`src/rtl/nand_fmt_pkg.sv`:
```
package nand_fmt_pkg;

    typedef enum logic [1:0] {
        MODE_MAIN  = 2'd0,
        MODE_SPARE = 2'd1,
        MODE_BOTH  = 2'd2,
        MODE_RSVD  = 2'd3
    } xfer_mode_e;

    typedef enum logic [1:0] {
        SRC_HOST = 2'd0,
        SRC_MARK = 2'd1,
        SRC_PAD  = 2'd2
    } byte_src_e;

endpackage

```
`src/rtl/nand_cfg_check.sv`:
```
module nand_cfg_check
    import nand_fmt_pkg::*;
#(
    parameter int SKIP_W      = 8,
    parameter int SPILL_BYTES = 56,
    parameter int SPARE_BYTES = 64
) (
    input  xfer_mode_e         mode,
    input  logic [SKIP_W-1:0]  skip,
    output logic               cfg_ok
);
    localparam logic [31:0] SPILL32 = 32'(SPILL_BYTES);
    localparam logic [31:0] SPARE32 = 32'(SPARE_BYTES);

    logic [31:0] skip_ext;
    logic        fits;

    assign skip_ext = {{(32-SKIP_W){1'b0}}, skip};

    generate
        if (SPILL_BYTES > SPARE_BYTES) begin : g_never_fits
            assign fits = 1'b0;
        end else begin : g_fit_cmp
            assign fits = (skip_ext + SPILL32) <= SPARE32;
        end
    endgenerate

    always_comb begin
        unique case (mode)
            MODE_SPARE: cfg_ok = 1'b1;
            MODE_MAIN,
            MODE_BOTH:  cfg_ok = fits && !skip[0];
            default:    cfg_ok = 1'b0;
        endcase
    end

endmodule

```
`src/rtl/nand_col_map.sv`:
```
module nand_col_map
    import nand_fmt_pkg::*;
#(
    parameter int COL_W       = 12,
    parameter int SKIP_W      = 8,
    parameter int MAIN_BYTES  = 2048,
    parameter int SPILL_BYTES = 56
) (
    input  logic [COL_W-1:0]  col,
    input  xfer_mode_e        mode,
    input  logic [SKIP_W-1:0] skip,
    output byte_src_e         src
);
    localparam logic [COL_W-1:0] MAIN_COL  = COL_W'(MAIN_BYTES);
    localparam logic [COL_W-1:0] SPILL_COL = COL_W'(SPILL_BYTES);

    logic [COL_W-1:0] gap_end;
    logic [COL_W-1:0] spill_end;

    assign gap_end   = MAIN_COL + {{(COL_W-SKIP_W){1'b0}}, skip};
    assign spill_end = gap_end + SPILL_COL;

    always_comb begin
        src = SRC_HOST;
        if (mode != MODE_SPARE) begin
            if (col < MAIN_COL) begin
                src = SRC_HOST;
            end else if (col < gap_end) begin
                src = (mode == MODE_MAIN) ? SRC_MARK : SRC_HOST;
            end else if (col < spill_end) begin
                src = SRC_HOST;
            end else begin
                src = SRC_PAD;
            end
        end
    end

endmodule

```
`src/rtl/nand_page_fmt.sv`:
```
module nand_page_fmt
    import nand_fmt_pkg::*;
#(
    parameter int          SECTOR_BYTES = 512,
    parameter int          ECC_BYTES    = 14,
    parameter int          SECTORS      = 4,
    parameter int          MAIN_BYTES   = 2048,
    parameter int          SPARE_BYTES  = 64,
    parameter int          COL_W        = 12,
    parameter int          SKIP_W       = 8,
    parameter logic [7:0]  PAD_BYTE     = 8'hFF
) (
    input  logic              clk,
    input  logic              rst_n,
    input  logic              start,
    input  logic [1:0]        cfg_mode,
    input  logic [SKIP_W-1:0] cfg_skip,
    input  logic [7:0]        cfg_marker,
    output logic              busy,
    output logic              cfg_err,
    input  logic              in_valid,
    input  logic [7:0]        in_data,
    output logic              in_ready,
    output logic              out_valid,
    output logic [7:0]        out_data,
    output logic [COL_W-1:0]  out_col,
    output logic              out_last,
    input  logic              out_ready
);
    localparam int SPILL_BYTES = SECTORS * (SECTOR_BYTES + ECC_BYTES) - MAIN_BYTES;
    localparam int PAGE_BYTES  = MAIN_BYTES + SPARE_BYTES;
    localparam logic [COL_W-1:0] MAIN_COL = COL_W'(MAIN_BYTES);
    localparam logic [COL_W-1:0] LAST_COL = COL_W'(PAGE_BYTES - 1);

    typedef struct packed {
        logic              active;
        xfer_mode_e        mode;
        logic [SKIP_W-1:0] skip;
        logic [7:0]        marker;
        logic [COL_W-1:0]  col;
        logic              err;
        logic              ovalid;
        logic [7:0]        odata;
        logic [COL_W-1:0]  ocol;
        logic              olast;
    } fmt_state_t;

    fmt_state_t st_d, st_q;

    xfer_mode_e req_mode;
    logic       req_ok;
    byte_src_e  cur_src;
    logic       slot_free;

    assign req_mode = xfer_mode_e'(cfg_mode);

    nand_cfg_check #(
        .SKIP_W      (SKIP_W),
        .SPILL_BYTES (SPILL_BYTES),
        .SPARE_BYTES (SPARE_BYTES)
    ) cfg_chk_i (
        .mode   (req_mode),
        .skip   (cfg_skip),
        .cfg_ok (req_ok)
    );

    nand_col_map #(
        .COL_W       (COL_W),
        .SKIP_W      (SKIP_W),
        .MAIN_BYTES  (MAIN_BYTES),
        .SPILL_BYTES (SPILL_BYTES)
    ) col_map_i (
        .col  (st_q.col),
        .mode (st_q.mode),
        .skip (st_q.skip),
        .src  (cur_src)
    );

    assign slot_free = !st_q.ovalid || out_ready;

    always_comb begin
        st_d = st_q;

        if (st_q.ovalid && out_ready) begin
            st_d.ovalid = 1'b0;
        end

        if (st_q.active && slot_free) begin
            if (cur_src != SRC_HOST || in_valid) begin
                st_d.ovalid = 1'b1;
                st_d.ocol   = st_q.col;
                st_d.olast  = (st_q.col == LAST_COL);
                unique case (cur_src)
                    SRC_MARK: st_d.odata = st_q.marker;
                    SRC_PAD:  st_d.odata = PAD_BYTE;
                    default:  st_d.odata = in_data;
                endcase
                if (st_q.col == LAST_COL) begin
                    st_d.active = 1'b0;
                end else begin
                    st_d.col = st_q.col + 1'b1;
                end
            end
        end

        if (!st_q.active && start) begin
            if (req_ok) begin
                st_d.active = 1'b1;
                st_d.mode   = req_mode;
                st_d.skip   = cfg_skip;
                st_d.marker = cfg_marker;
                st_d.col    = (req_mode == MODE_SPARE) ? MAIN_COL : '0;
                st_d.err    = 1'b0;
            end else begin
                st_d.err    = 1'b1;
            end
        end
    end

    always_ff @(posedge clk) begin
        if (!rst_n) begin
            st_q <= '{active: 1'b0, mode: MODE_MAIN, skip: '0, marker: 8'hFF,
                      col: '0, err: 1'b0, ovalid: 1'b0, odata: '0,
                      ocol: '0, olast: 1'b0};
        end else begin
            st_q <= st_d;
        end
    end

    assign in_ready  = st_q.active && slot_free && (cur_src == SRC_HOST);
    assign busy      = st_q.active;
    assign cfg_err   = st_q.err;
    assign out_valid = st_q.ovalid;
    assign out_data  = st_q.odata;
    assign out_col   = st_q.ocol;
    assign out_last  = st_q.olast;

endmodule

```
`config.mk`:
```
export PLATFORM = sky130hd
export DESIGN_NAME = nand_page_fmt
export DESIGN_NICKNAME = d
export VERILOG_FILES = /design/src/rtl/nand_fmt_pkg.sv /design/src/rtl/nand_cfg_check.sv /design/src/rtl/nand_col_map.sv /design/src/rtl/nand_page_fmt.sv
export SDC_FILE = /design/constraint.sdc
export NUM_CORES = 1
export LEC_CHECK = 0
export BUFFER_PORTS_ARGS = -buffer_cell sky130_fd_sc_hd__buf_2
export CAP_MARGIN = 20
export CORE_MARGIN = 2
export CORE_UTILIZATION = 55
export CTS_BUF_LIST = sky130_fd_sc_hd__clkbuf_8
export DETAILED_ROUTE_END_ITERATION = 10
export HOLD_SLACK_MARGIN = 0.08
export PLACE_DENSITY = 0.8
export SYNTH_ARGS = -nofsm -noshare
export SYNTH_HDL_FRONTEND = slang
export SYNTH_SLANG_ARGS = --single-unit
```
`constraint.sdc`:
```
create_clock -name clk -period 7.1 [get_ports clk]
set_input_delay 0.71 -clock clk [delete_from_list [all_inputs] [get_ports clk]]
set_output_delay 0.71 -clock clk [all_outputs]
set_load 0.01 [all_outputs]
```
[Word-level counts from Yosys, hierarchy flattened]
Index checks and enable logic that the tools add are counted.
Storage, ports and cells
  flip-flop bits (word level): 54
  input bits: 31
  output and inout port bits: 25
Operators by class
  add/subtract/negate cells: 4
  order comparisons: 4
  equality and inequality tests: 6
  multiplexer cells: 20
  reduce and logical (&&, ||, !) cells: 17
Operators with widths (number)
  $mux W12: 4
  $mux W22: 2
  $le A32 B7 Y1 const B: 1
  $mux W32: 1
  $mux W31: 1
  $lt A12 B12 Y1: 2
  $pmux W8 S2: 1
  $add A12 B1 Y12 const B: 1
  $add A12 B6 Y12 const B: 1
  $add A12 B8 Y12 const A: 1
  $eq A12 B12 Y1 const B: 1
  $lt A12 B12 Y1 const B: 1
  $add A8 B6 Y9 const B: 1
  $mux W2: 4
  $logic_not A2 Y1: 3
  $mux W1: 6
  $logic_and A1 B1 Y1: 5
  $eq A2 B1 Y1 const B: 2
  $eq A2 B2 Y1 const B: 2
  $reduce_and A2 Y1: 2
  $logic_not A1 Y1: 3
  $logic_or A1 B1 Y1: 2
  $ne A2 B1 Y1 const B: 1
  $pmux W1 S2: 1
  2 further kinds: 2

[Logic depth before layout (Yosys ltp)]
Gate-level depths: netlist of run 1.
  depth in word-level cells: 13
  depth in mapped cells: 15
  depth with buffers taken out: 14

[Modules after synthesis]
From an unflattened synthesis of run 1, not the netlist that was laid out.
Second synthesis, totals
  cells, all modules: 375
  area, all modules: 3100.5 µm²
By module, submodules not included
  nand_page_fmt: times used 1, cells each 306, area each 2516.2 µm², seq. area each 1081.0 µm²
  nand_col_map: times used 1, cells each 55, area each 478.0 µm², seq. area each 0.0 µm²
  nand_cfg_check: times used 1, cells each 14, area each 106.4 µm², seq. area each 0.0 µm²

[Worst setup path after synthesis of run 1]
No wires, ideal clock.
  kind: register to register
  start point: reg st_q[25] (netlist name)
  end point: reg st_q[30] (netlist name)
  setup time: 0.127 ns
  arrival time: 3.011 ns
  setup slack: 3.962 ns
  cell stages (with the launch flop): 14
  path buffers: 1
  clock period less this slack: 3.138 ns
  cell sequence: dfxtp_1 -> ha_1 -> a21oi_1 -> o21ai_0 -> o21ai_0 -> nand3_1 -> or4b_2 -> ha_1 -> nand2b_1 -> and3_1 -> clkbuf_1 -> nand3_1 -> o211ai_1 -> nor2_1
On the way
  word-level cells in the longest chain between the ends: 11
RTL lines
  start: declaration: line nand_page_fmt.sv:48  | fmt_state_t st_d, st_q;
  start signal: assignment: line nand_page_fmt.sv:122  | st_q <= '{active: 1'b0, mode: MODE_MAIN, skip: '0, marker: 8'hFF,
  start signal: assignment: line nand_page_fmt.sv:126  | st_q <= st_d;
  $lt A12 B12 Y1: line nand_col_map.sv:30  | end else if (col < spill_end) begin
  $mux W2: line nand_col_map.sv:30
  $mux W2: line nand_col_map.sv:28  | end else if (col < gap_end) begin
  $mux W2: line nand_col_map.sv:26  | if (col < MAIN_COL) begin
  $mux W2: line nand_col_map.sv:25  | if (mode != MODE_SPARE) begin
  $reduce_bool A2 Y1: line nand_page_fmt.sv:89  | if (cur_src != SRC_HOST || in_valid) begin
  $logic_or A1 B1 Y1: line nand_page_fmt.sv:89
  $mux W12 (*): line nand_page_fmt.sv:89
  $mux W12 (*): line nand_page_fmt.sv:88  | if (st_q.active && slot_free) begin
  $mux W31: line nand_page_fmt.sv:107  | if (req_ok) begin
  $mux W32 (*): line nand_page_fmt.sv:106  | if (!st_q.active && start) begin
Every way passes the cells marked *; elsewhere a longest branch is shown, timed or not.
A chain may end at the register's enable or synchronous reset.

[Worst setup path after layout of run 1]
  start point: reg st_q[46] (netlist name)
  end point: reg st_q[31] (netlist name)
On the way
  word-level cells in the longest chain between the ends: 13
RTL lines
  $add A12 B8 Y12 (*): line nand_col_map.sv:20  | assign gap_end = MAIN_COL + {{(COL_W-SKIP_W){1'b0}}, skip};
  $add A12 B6 Y12: line nand_col_map.sv:21  | assign spill_end = gap_end + SPILL_COL;
  $lt A12 B12 Y1: line nand_col_map.sv:30
  $mux W2: line nand_col_map.sv:30
  $mux W2 (*): line nand_col_map.sv:28
  $mux W2 (*): line nand_col_map.sv:26
  $mux W2 (*): line nand_col_map.sv:25
  $reduce_bool A2 Y1 (*): line nand_page_fmt.sv:89
  $logic_or A1 B1 Y1 (*): line nand_page_fmt.sv:89
  $mux W12 (*): line nand_page_fmt.sv:89
  $mux W12 (*): line nand_page_fmt.sv:88
  $mux W31: line nand_page_fmt.sv:107
  $mux W32 (*): line nand_page_fmt.sv:106
Marked as above.

==> results of run 1 <==
## worst min-delay path: stages (launching register included)
cell and delay [ps]:
dfxtp_1 320, nand2_1 50, a21boi_0 60
## kinds of logic after synthesis
| logic type | count (synthesis) | share of synthesized area |
|---|---|---|
| AND/OR/NAND/NOR | 147 | 0.2383 |
| AO/OA/AOI/OAI | 70 | 0.1531 |
| flip-flops | 54 | 0.3644 |
| buffers and inverters | 52 | 0.09531 |
| adder cells (fa/ha/maj) | 19 | 0.08014 |
| XOR/XNOR | 13 | 0.03838 |
| multiplexers | 9 | 0.03037 |
## flip-flops by register name, indices dropped and copies added, names as in the netlist
register and flops:
cfg_err 1, out_data 8, busy 1, out_col 12, st_q 30, out_last 1, out_valid 1
## cells in the final DEF (no fill, tap or decap), drive strengths merged, types with 2 or more instances in the layout
cell / n
ha: 19
nor4: 3
xnor2: 10
a21oi: 16
clkbuf: 5
xor2: 3
or2: 2
and3: 4
o211a: 2
nor2: 17
nand3: 20
dfxtp: 54
nand4: 2
nor2b: 6
inv: 15
nor4b: 3
nand2b: 3
o21ai: 22
a21boi: 22
or4b: 2
buf: 56
nand2: 72
nor3: 9
mux2i: 9
## stage by stage
stage               utilization  total power [mW]
global placement         0.6018            0.3845
global route             0.6246            0.6170
finish                   0.6246            0.5939
CTS                      0.6246            0.5972
detailed placement       0.6018            0.3864
floorplan                     -            0.3658
## cell type report
type / instances / area (um2) / share of cell area
Multi-Input combinational cell: 258 / 1609 / 0.4981
Inverter: 14 / 52.55 / 0.01627
Timing Repair Buffer: 56 / 282.8 / 0.08753
Clock inverter: 3 / 48.80 / 0.01510
Clock buffer: 5 / 68.82 / 0.02130
Sequential cell: 54 / 1081 / 0.3346
Tap cell: 70 / 87.58 / 0.02711
## worst paths after layout
| path | endpoint | slack [ps] | depth (start not counted) |
|---|---|---|---|
| hold / removal | out_data[3]$_SDFFE_PN0P_ | 470 | 2 |
| setup / recovery | st_q[31]$_SDFF_PN0_ | 3140 | 14 |
| hold reg to reg | out_data[3]$_SDFFE_PN0P_ | 470 | 2 |
| setup reg to reg | st_q[31]$_SDFF_PN0_ | 3140 | 14 |
## power by group through the flow
| stage | clock network [mW] | registers [mW] | logic [mW] |
|---|---|---|---|
| 6_report | 0.214 | 0.316 | 0.0647 |
| 5_1_grt | 0.227 | 0.317 | 0.0730 |
| 4_1_cts | 0.217 | 0.316 | 0.0647 |
| 3_5_place_dp | 0 | 0.322 | 0.0639 |
| 3_3_place_gp | 0 | 0.322 | 0.0623 |
| 2_1_floorplan | 0 | 0.321 | 0.0445 |
## routing by layer
metal  wire [um]  GRT usage  up-vias
met3         357    0.03140        8
met4         129    0.08393        0
li1            -          -     1266
met2        2925     0.3591       82
met5           0          0        -
met1        2929     0.2944     1147
==> flow_summary.json, run 1 <==
{
  "drc": 0,
  "coreArea_um2": 5172,
  "synth_most_common_cell": "nand2_1",
  "crit_fanout": 26,
  "clock_skew_ps": 4.025,
  "synth_enable_flop_cells": 0,
  "clockBufferDepth": 2,
  "async_reset_ff_frac": 0,
  "placed_cells": 452,
  "p_per_area_nw_per_um2": 183.8,
  "grt_start_max_net_pins": 53,
  "cp.arrival_ps": 4160,
  "leakage_nw": 1.403,
  "status": "finished, final reports clean",
  "r2r-start": "st_q[46]$_SDFFE_PN0P_",
  "synth_area_um2": 2967,
  "dr.pass1.iters": 4,
  "grt_pass1_wl_um": 10660,
  "diodes": 0,
  "cp.buffers_inverters": 1,
  "worstMarginPinSlew_ps": 974.1,
  "synthTopCellsByArea": "dfxtp_1 36%, nand2_1 9.1%, ha_1 8.0%",
  "path_clk_slew_ps": 100,
  "setup_violations": 0,
  "fin_ws_ps": 3139,
  "min_period_ps": 3961,
  "wl_per_cell_um": 13.78,
  "cp_top_family": "simple AND/OR/NAND/NOR gates",
  "yosys-top-cells-count": "72 x nand2_1, 54 x dfxtp_1, 22 x a21boi_0",
  "finalHoldViolCount": 0,
  "track_usage": 0.2198,
  "rsz0062_at_grt": "no",
  "num-nets-final": 439,
  "post-cts-setup-buffers": 0,
  "cts_resized": 0,
  "pre_cts_ws_ps": 3172,
  "syn_nets": 414,
  "ioPinCount": 56,
  "area_growth_pct": 8.899,
  "cp-startpoint": "st_q[46]$_SDFFE_PN0P_",
  "max_cap_viol_count": 0,
  "fin_area_um2": 3231,
  "yosysWarnings": 0,
  "combPwrFrac": 0.109,
  "overflow": 0,
  "clkLatencyLatePin_ps": 310,
  "crit_required_ps": 7290,
  "crit_path_start_kind": "flop",
  "min_from": "out_data[3]$_SDFFE_PN0P_",
  "fin_setup_tns_ps": 0,
  "gp_congestion": 0.9705,
  "crit_top_cell": "ha_1",
  "hpwl_um": 4743,
  "fin_cells": 460,
  "p_sw_mw": 0.1489,
  "cp-end-kind": "flop",
  "synth.top_cell.area_share": 0.3644,
  "rows": 26,
  "p_sw_frac": 0.2508,
  "slew_headroom": 0.3488,
  "synthCells": 364,
  "crit_type": "reg2reg",
  "antenna_found_initial": 0,
  "start_util": 0.5735,
  "irDropWorstVdd_mv": 0.1068,
  "crit_path_max_incr_delay_ps": 800,
  "power_frac_clock": 0.360,
  "design.die.area_um2": 5997,
  "cts_tree": "yes",
  "clock-sinks": 54,
  "io_buffers": 55,
  "fillerInstances": 468,
  "layout-drive-gt1-share": 0.1872,
  "cts_max_level": 2,
  "die_y_um": 77.44,
  "vias": 2503,
  "place_area_um2": 3113,
  "synth_seq_cells": 54,
  "maxSlewViolCount": 0,
  "holdCritPathClass": "reg2reg",
  "die_w_um": 77.44,
  "drtAntennaViolNets": 0,
  "hold_slack_ps": 470.6,
  "numCtsBuffers": 5,
  "yosysSeqAreaShare": 0.3644,
  "clock.fmax_mhz": 252.5,
  "period_share": 0.5579,
  "viasPerCell": 5.441,
  "cts_root_buf": "clkbuf_8",
  "yosys.area.top_type": "dfxtp_1",
  "yosys.cell_types.count": 44,
  "grt_pass1_vias": 2365,
  "syn_area_per_cell_um2": 8.150,
  "ys.flop_type": "dfxtp_1",
  "seqPwrFrac": 0.532,
  "p_int_mw": 0.4450,
  "hold_buffers": 0,
  "slowest_stage": "and3_1",
  "drt_iter0_markers": 193,
  "wl_um": 6341,
  "worstPathCellList": "inv_1 -> ha_1 -> a21oi_1 -> xnor2_1 -> ha_1 -> nand3_1 -> nor3_1 -> o2111ai_1 -> ha_1 -> nand2b_1 -> and3_1 -> nand3_1 -> o211ai_1 -> nor2_1"
}
No activity file was read; power rests on OpenSTA's default activity.
==> inputs of run 2 (changes only) <==
--- a/config.mk
+++ b/config.mk
@@ -5,14 +5,15 @@
 export SDC_FILE = /design/constraint.sdc
 export NUM_CORES = 1
 export LEC_CHECK = 0
+export ABC_AREA = 1
 export BUFFER_PORTS_ARGS = -buffer_cell sky130_fd_sc_hd__buf_2
 export CAP_MARGIN = 20
 export CORE_MARGIN = 2
-export CORE_UTILIZATION = 55
+export CORE_UTILIZATION = 52
 export CTS_BUF_LIST = sky130_fd_sc_hd__clkbuf_8
 export DETAILED_ROUTE_END_ITERATION = 10
 export HOLD_SLACK_MARGIN = 0.08
-export PLACE_DENSITY = 0.8
+export PLACE_DENSITY = 0.79
 export SYNTH_ARGS = -nofsm -noshare
 export SYNTH_HDL_FRONTEND = slang
 export SYNTH_SLANG_ARGS = --single-unit
==> constraint.sdc (replaced) <==
create_clock -name clk -period 3.6 [get_ports clk]
set_input_delay 0.36 -clock clk [delete_from_list [all_inputs] [get_ports clk]]
set_output_delay 0.36 -clock clk [all_outputs]
set_load 0.01 [all_outputs]
==> flow_summary.json, run 2 <==
{
  "synth_seq_cells": 54,
  "layout-drive-gt1-share": 0.1631,
  "start_util": 0.5434,
  "ioPinCount": 56,
  "clock-sinks": 54,
  "async_reset_ff_frac": 0,
  "yosysSeqAreaShare": 0.3569,
  "placed_cells": 530,
  "cp.depth": 18,
  "fin_area_um2": 3312,
  "rsz0062_at_grt": "no",
  "seqCellArea_um2": 1081,
  "numCtsBuffers": 5,
  "synth.top_cell.area_share": 0.3569,
  "min_period_ps": 3100,
  "setup_violations": 0,
  "maxSlewViolCount": 0,
  "die_y_um": 80.33,
  "power.total_mw": 1.230,
  "synthMuxAreaShare": 0,
  "synth-compound-area-share": 0.1190,
  "clockBufferDepth": 2,
  "place_area_um2": 3187,
  "yosys.area_share.simple": 0.2900,
  "yosysWarnings": 0,
  "leakage_nw": 1.652,
  "layout_commonest_cell": "nand2_1",
  "slew_headroom": 0.4780,
  "dr.pass1.iters": 4,
  "yosys.area.top_type": "dfxtp_1",
  "cts_root_buf": "clkbuf_8",
  "overflow": 0,
  "clock.fmax_mhz": 322.5,
  "min_from": "cfg_marker[3]",
  "yosys-top-cells-count": "97 x nand2_1, 54 x dfxtp_1, 47 x inv_1",
  "cp_top_family": "simple AND/OR/NAND/NOR gates",
  "antenna_found_initial": 0,
  "crit_required_ps": 3800,
  "p_per_area_nw_per_um2": 371.3,
  "period_share": 0.8612,
  "cp.buffers_inverters": 2,
  "rows": 27,
  "cp-end-kind": "flop",
  "synth_area_um2": 3029,
  "wl_um": 6658,
  "fin_setup_tns_ps": 0,
  "crit_path_start_kind": "flop",
  "fin_cells": 538,
  "regToRegSetupSlack_ps": 500,
  "synth_top_family_by_area": "simple AND/OR/NAND/NOR gates",
  "hold_end": "st_q[38]$_SDFFE_PN1P_",
  "hold_buffers": 0,
  "crit_top_cell": "nand2_1",
  "drc": 0,
  "reg2reg_depth": 18,
  "syn_area_per_cell_um2": 6.932,
  "slowest_stage": "dfxtp_1",
  "r2r-start": "st_q[46]$_SDFFE_PN0P_",
  "crit_fanout": 15,
  "crit_path_max_incr_delay_ps": 340,
  "synth_enable_flop_cells": 0,
  "holdCritPathClass": "in2reg",
  "yosys.cell_types.count": 27,
  "syn_nets": 487,
  "status": "finished, final reports clean",
  "cts_tree": "yes",
  "viasPerCell": 5.201,
  "largest_register_ffs": 30,
  "coreArea_um2": 5574,
  "clock_skew_ps": 9.984,
  "die_w_um": 80.33,
  "worstMarginPinSlew_ps": 781.1,
  "vias": 2798,
  "multi_input_area_um2": 1538,
  "synth_xor_area_frac": 0.02024,
  "hpwl_um": 4946,
  "synth_fa_ha_area_frac": 0.07848,
  "design.die.area_um2": 6452,
  "path_clk_slew_ps": 100,
  "synthCells": 437,
  "finalHoldViolCount": 0,
  "fillerInstances": 524,
  "largest-register": "st_q",
  "num-nets-final": 515,
  "mostFrequentLayoutCells": "97 x nand2_1, 55 x buf_2, 54 x dfxtp_1",
  "cp.arrival_ps": 3300,
  "grt_pass1_wl_um": 11140,
  "ys.flop_type": "dfxtp_1",
  "final_core_util": 0.5942,
  "worstReg2RegEnd": "st_q[32]$_SDFF_PN0_",
  "synth_most_common_cell": "nand2_1",
  "clkLatencyLatePin_ps": 310,
  "whs_path_depth": 3,
  "diodes": 0,
  "grt_pass1_vias": 2480,
  "cts_max_level": 2,
  "grt_start_max_net_pins": 33,
  "track_usage": 0.2183,
  "wl_per_cell_um": 12.38,
  "synthTopCellsByArea": "dfxtp_1 36%, nand2_1 12%, ha_1 7.8%",
  "max_cap_viol_count": 0,
  "irDropWorstVdd_mv": 0.2149,
  "io_buffers": 55,
  "area_growth_pct": 9.335,
  "post-cts-setup-buffers": 0,
  "gp_congestion": 0.8883,
  "cts_resized": 0,
  "crit_type": "reg2reg",
  "drt_iter0_markers": 207,
  "worstPathCellList": "inv_1 -> ha_1 -> a21oi_1 -> xor2_1 -> ha_1 -> nand2_1 -> nor4_1 -> nand2_1 -> nand2_1 -> nand3_1 -> ha_1 -> nand2_1 -> nand3_2 -> buf_4 -> nor2_1 -> nand2_1 -> nand4_1 -> nor2_1",
  "drtAntennaViolNets": 0
}
==> run 2: kinds of logic (layout without fill, tap and decap cells) <==
group | count (synthesis) | in the layout
adders and majority gates | 19 | 19
AOI/OAI and AO/OA | 70 | 70
DFF | 54 | 54
and+or+nand+nor | 202 | 202
buffers and inverters | 85 | 114
xor gates and xnor gates | 7 | 7
==> run 2: layer usage <==
layer	track usage	routed length, um
met1	0.2948	3153
met2	0.3592	2991
met3	0.03596	393
met4	0.06271	120
met5	0	0
==> run 2: worst max-delay path by stage <==
stage                                      from                      end
final                     st_q[46]$_SDFFE_PN0P_      st_q[32]$_SDFF_PN0_
after global placement    st_q[46]$_SDFFE_PN0P_  out_col[8]$_SDFFE_PN0P_
after floorplan           st_q[46]$_SDFFE_PN0P_      st_q[28]$_SDFF_PN0_
after CTS                 st_q[46]$_SDFFE_PN0P_  out_col[8]$_SDFFE_PN0P_
after detailed placement  st_q[46]$_SDFFE_PN0P_  out_col[8]$_SDFFE_PN0P_
after global routing      st_q[46]$_SDFFE_PN0P_      st_q[32]$_SDFF_PN0_
==> run 2: final cells by class <==
| class | count | area share |
|---|---|---|
| multi-input cells | 298 | 0.4643 |
| flip-flops and latches | 54 | 0.3264 |
| repair buffers | 58 | 0.08991 |
| inverters | 48 | 0.05553 |
| well taps | 72 | 0.02720 |
| clock buffers | 6 | 0.02493 |
| clock inverters | 2 | 0.01171 |
==> run 2: metrics by stage <==
step	hold WS [ps]	worst slack (ps)
6_report	246.0	499.6
5_1_grt	244.7	140.8
4_1_cts	236.0	374.1
3_5_place_dp	453.5	399.2
3_3_place_gp	452.9	496.1
2_1_floorplan	445.7	899.2
==> run 2: worst min-delay path, delay by kind of cell <==
| family | cells | cell delay [ps] |
|---|---|---|
| buffers and inverters | 1 | 70 |
| AND/OR/NAND/NOR | 2 | 90 |
==> run 2: report_power, final <==
group	internal, mW	leakage (nW)	switching (mW)
Clock	0.229	0.0618	0.206
Sequential	0.620	0.439	0.0133
Combinational	0.0638	1.15	0.0976
Total	0.913	1.65	0.317
==> inputs of run 3 (changes only) <==
--- a/config.mk
+++ b/config.mk
@@ -9,11 +9,11 @@
 export BUFFER_PORTS_ARGS = -buffer_cell sky130_fd_sc_hd__buf_2
 export CAP_MARGIN = 20
 export CORE_MARGIN = 2
-export CORE_UTILIZATION = 52
+export CORE_UTILIZATION = 43
 export CTS_BUF_LIST = sky130_fd_sc_hd__clkbuf_8
 export DETAILED_ROUTE_END_ITERATION = 10
 export HOLD_SLACK_MARGIN = 0.08
-export PLACE_DENSITY = 0.79
+export PLACE_DENSITY = 0.68
 export SYNTH_ARGS = -nofsm -noshare
 export SYNTH_HDL_FRONTEND = slang
 export SYNTH_SLANG_ARGS = --single-unit
==> flow_summary.json, run 3 (same netlist as run 2, synthesis figures left out) <==
{
  "slew_headroom": 0.4836,
  "coreArea_um2": 6794,
  "fin_area_um2": 3321,
  "place_area_um2": 3209,
  "largest-register": "st_q",
  "p_per_area_nw_per_um2": 361.7,
  "met1_usage": 0.2621,
  "cts_tree": "yes",
  "cp-end-kind": "flop",
  "max_cap_viol_count": 0,
  "setup_violations": 0,
  "crit_required_ps": 3800,
  "grt_pass1_vias": 2528,
  "vias": 2745,
  "crit_path_start_kind": "flop",
  "drtAntennaViolNets": 0,
  "path_clk_slew_ps": 100,
  "post-cts-setup-buffers": 0,
  "viasPerCell": 4.902,
  "clkLatencyLatePin_ps": 320,
  "cp-startpoint": "st_q[46]$_SDFFE_PN0P_",
  "grt_pass1_wl_um": 11760,
  "grt_use_met2": 0.3099,
  "cts_max_level": 2,
  "area_growth_pct": 9.624,
  "drc": 0,
  "numCtsBuffers": 5,
  "min_period_ps": 3138,
  "diodes": 0,
  "worstMarginPinSlew_ps": 772.7,
  "finalHoldViolCount": 0,
  "fin_setup_tns_ps": 0,
  "clock_skew_ps": 15.54,
  "holdCritPathClass": "in2reg",
  "crit_fanout": 15,
  "status": "finished, final reports clean",
  "start_util": 0.4459,
  "wl_per_cell_um": 12.22,
  "whs_path_depth": 3,
  "rsz0062_at_grt": "no",
  "clockBufferDepth": 2,
  "cts_resized": 0,
  "die_w_um": 87.93,
  "design.die.area_um2": 7732,
  "wl_um": 6843,
  "clock-sinks": 54,
  "fillerInstances": 716,
  "power.total_mw": 1.201,
  "antenna_found_initial": 0,
  "grt_start_max_net_pins": 33,
  "gp_congestion": 0.8943,
  "leakage_nw": 1.639,
  "num-nets-final": 514,
  "min_from": "cfg_marker[4]",
  "use_met3": 0.03959,
  "maxSlewViolCount": 0,
  "reg2reg_depth": 18,
  "ioPinCount": 56,
  "layout_commonest_cell": "nand2_1",
  "rows": 30,
  "hpwl_um": 5190,
  "crit_type": "reg2reg",
  "hold_buffers": 0,
  "clock.fmax_mhz": 318.6,
  "cts_root_buf": "clkbuf_8",
  "io_buffers": 55,
  "layout-drive-gt1-share": 0.1595,
  "largest_register_ffs": 30,
  "cp.arrival_ps": 3340,
  "period_share": 0.8718,
  "hold_slack_ps": 235.0,
  "fin_cells": 560,
  "drt_iter0_markers": 137,
  "placed_cells": 553,
  "r2r-start": "st_q[46]$_SDFFE_PN0P_",
  "dr.pass1.iters": 4,
  "busiest_layer": "met2",
  "overflow": 0,
  "die_y_um": 87.93,
  "mostFrequentLayoutCells": "97 x nand2_1, 55 x buf_2, 54 x dfxtp_1",
  "track_usage": 0.1928,
  "irDropWorstVdd_mv": 0.1697
}
run 3: cell types whose count changed in the layout (fill, tap and decap cells not counted):
cell and change:
clkinv_4 +1, buf_4 -1, clkbuf_8 -1, inv_6 -1
run 3: path summary, 6_finish.rpt:
path / to / slack (ps)
max: st_q[32]$_SDFF_PN0_ / 460
min: st_q[39]$_SDFFE_PN1P_ / 240
max reg2reg: st_q[32]$_SDFF_PN0_ / 460
min reg2reg: out_data[4]$_SDFFE_PN0P_ / 470
run 3: cell type report:
type | count | area [um2] | area share
Tap cell | 96 | 120.1 | 0.03617
Inverter | 48 | 183.9 | 0.05539
Sequential cell | 54 | 1081 | 0.3255
Timing Repair Buffer | 57 | 290.3 | 0.08742
Multi-Input combinational cell | 298 | 1538 | 0.4631
Clock buffer | 5 | 68.82 | 0.02072
Clock inverter | 2 | 38.79 | 0.01168
run 3: where the power goes:
group          internal [mW]  switching, mW  total, mW  leakage [nW]
Combinational         0.0633         0.0966      0.160          1.15
Clock                  0.205          0.204      0.408        0.0542
Sequential             0.620         0.0131      0.633         0.439
run 3: layer usage:
metal | share of wire | routed length (um)
met1 | 0.50 | 3391
met2 | 0.46 | 3127
met3 | 0.035 | 237
met4 | 0.013 | 87
met5 | 0 | 0
run 3: per-stage QoR:
step           utilization  setup slack (ps)
2_1_floorplan            -             899.2
3_3_place_gp        0.4724             508.5
3_5_place_dp        0.4724             380.6
4_1_cts             0.4882             339.5
5_1_grt             0.4888             19.80
6_report            0.4888             461.7
run 3: worst max-delay path, stage by stage (launching register included):
cell,delay [ps]
dfxtp_1,340
inv_1,80
ha_1,230
a21oi_1,180
xor2_1,90
ha_1,310
nand2_1,80
nor4_1,270
nand2_1,80
nand2_1,80
nand3_1,100
ha_1,210
nand2_1,120
nand3_2,110
buf_4,210
nor2_1,160
nand2_1,130
nand4_1,160
nor2_1,70
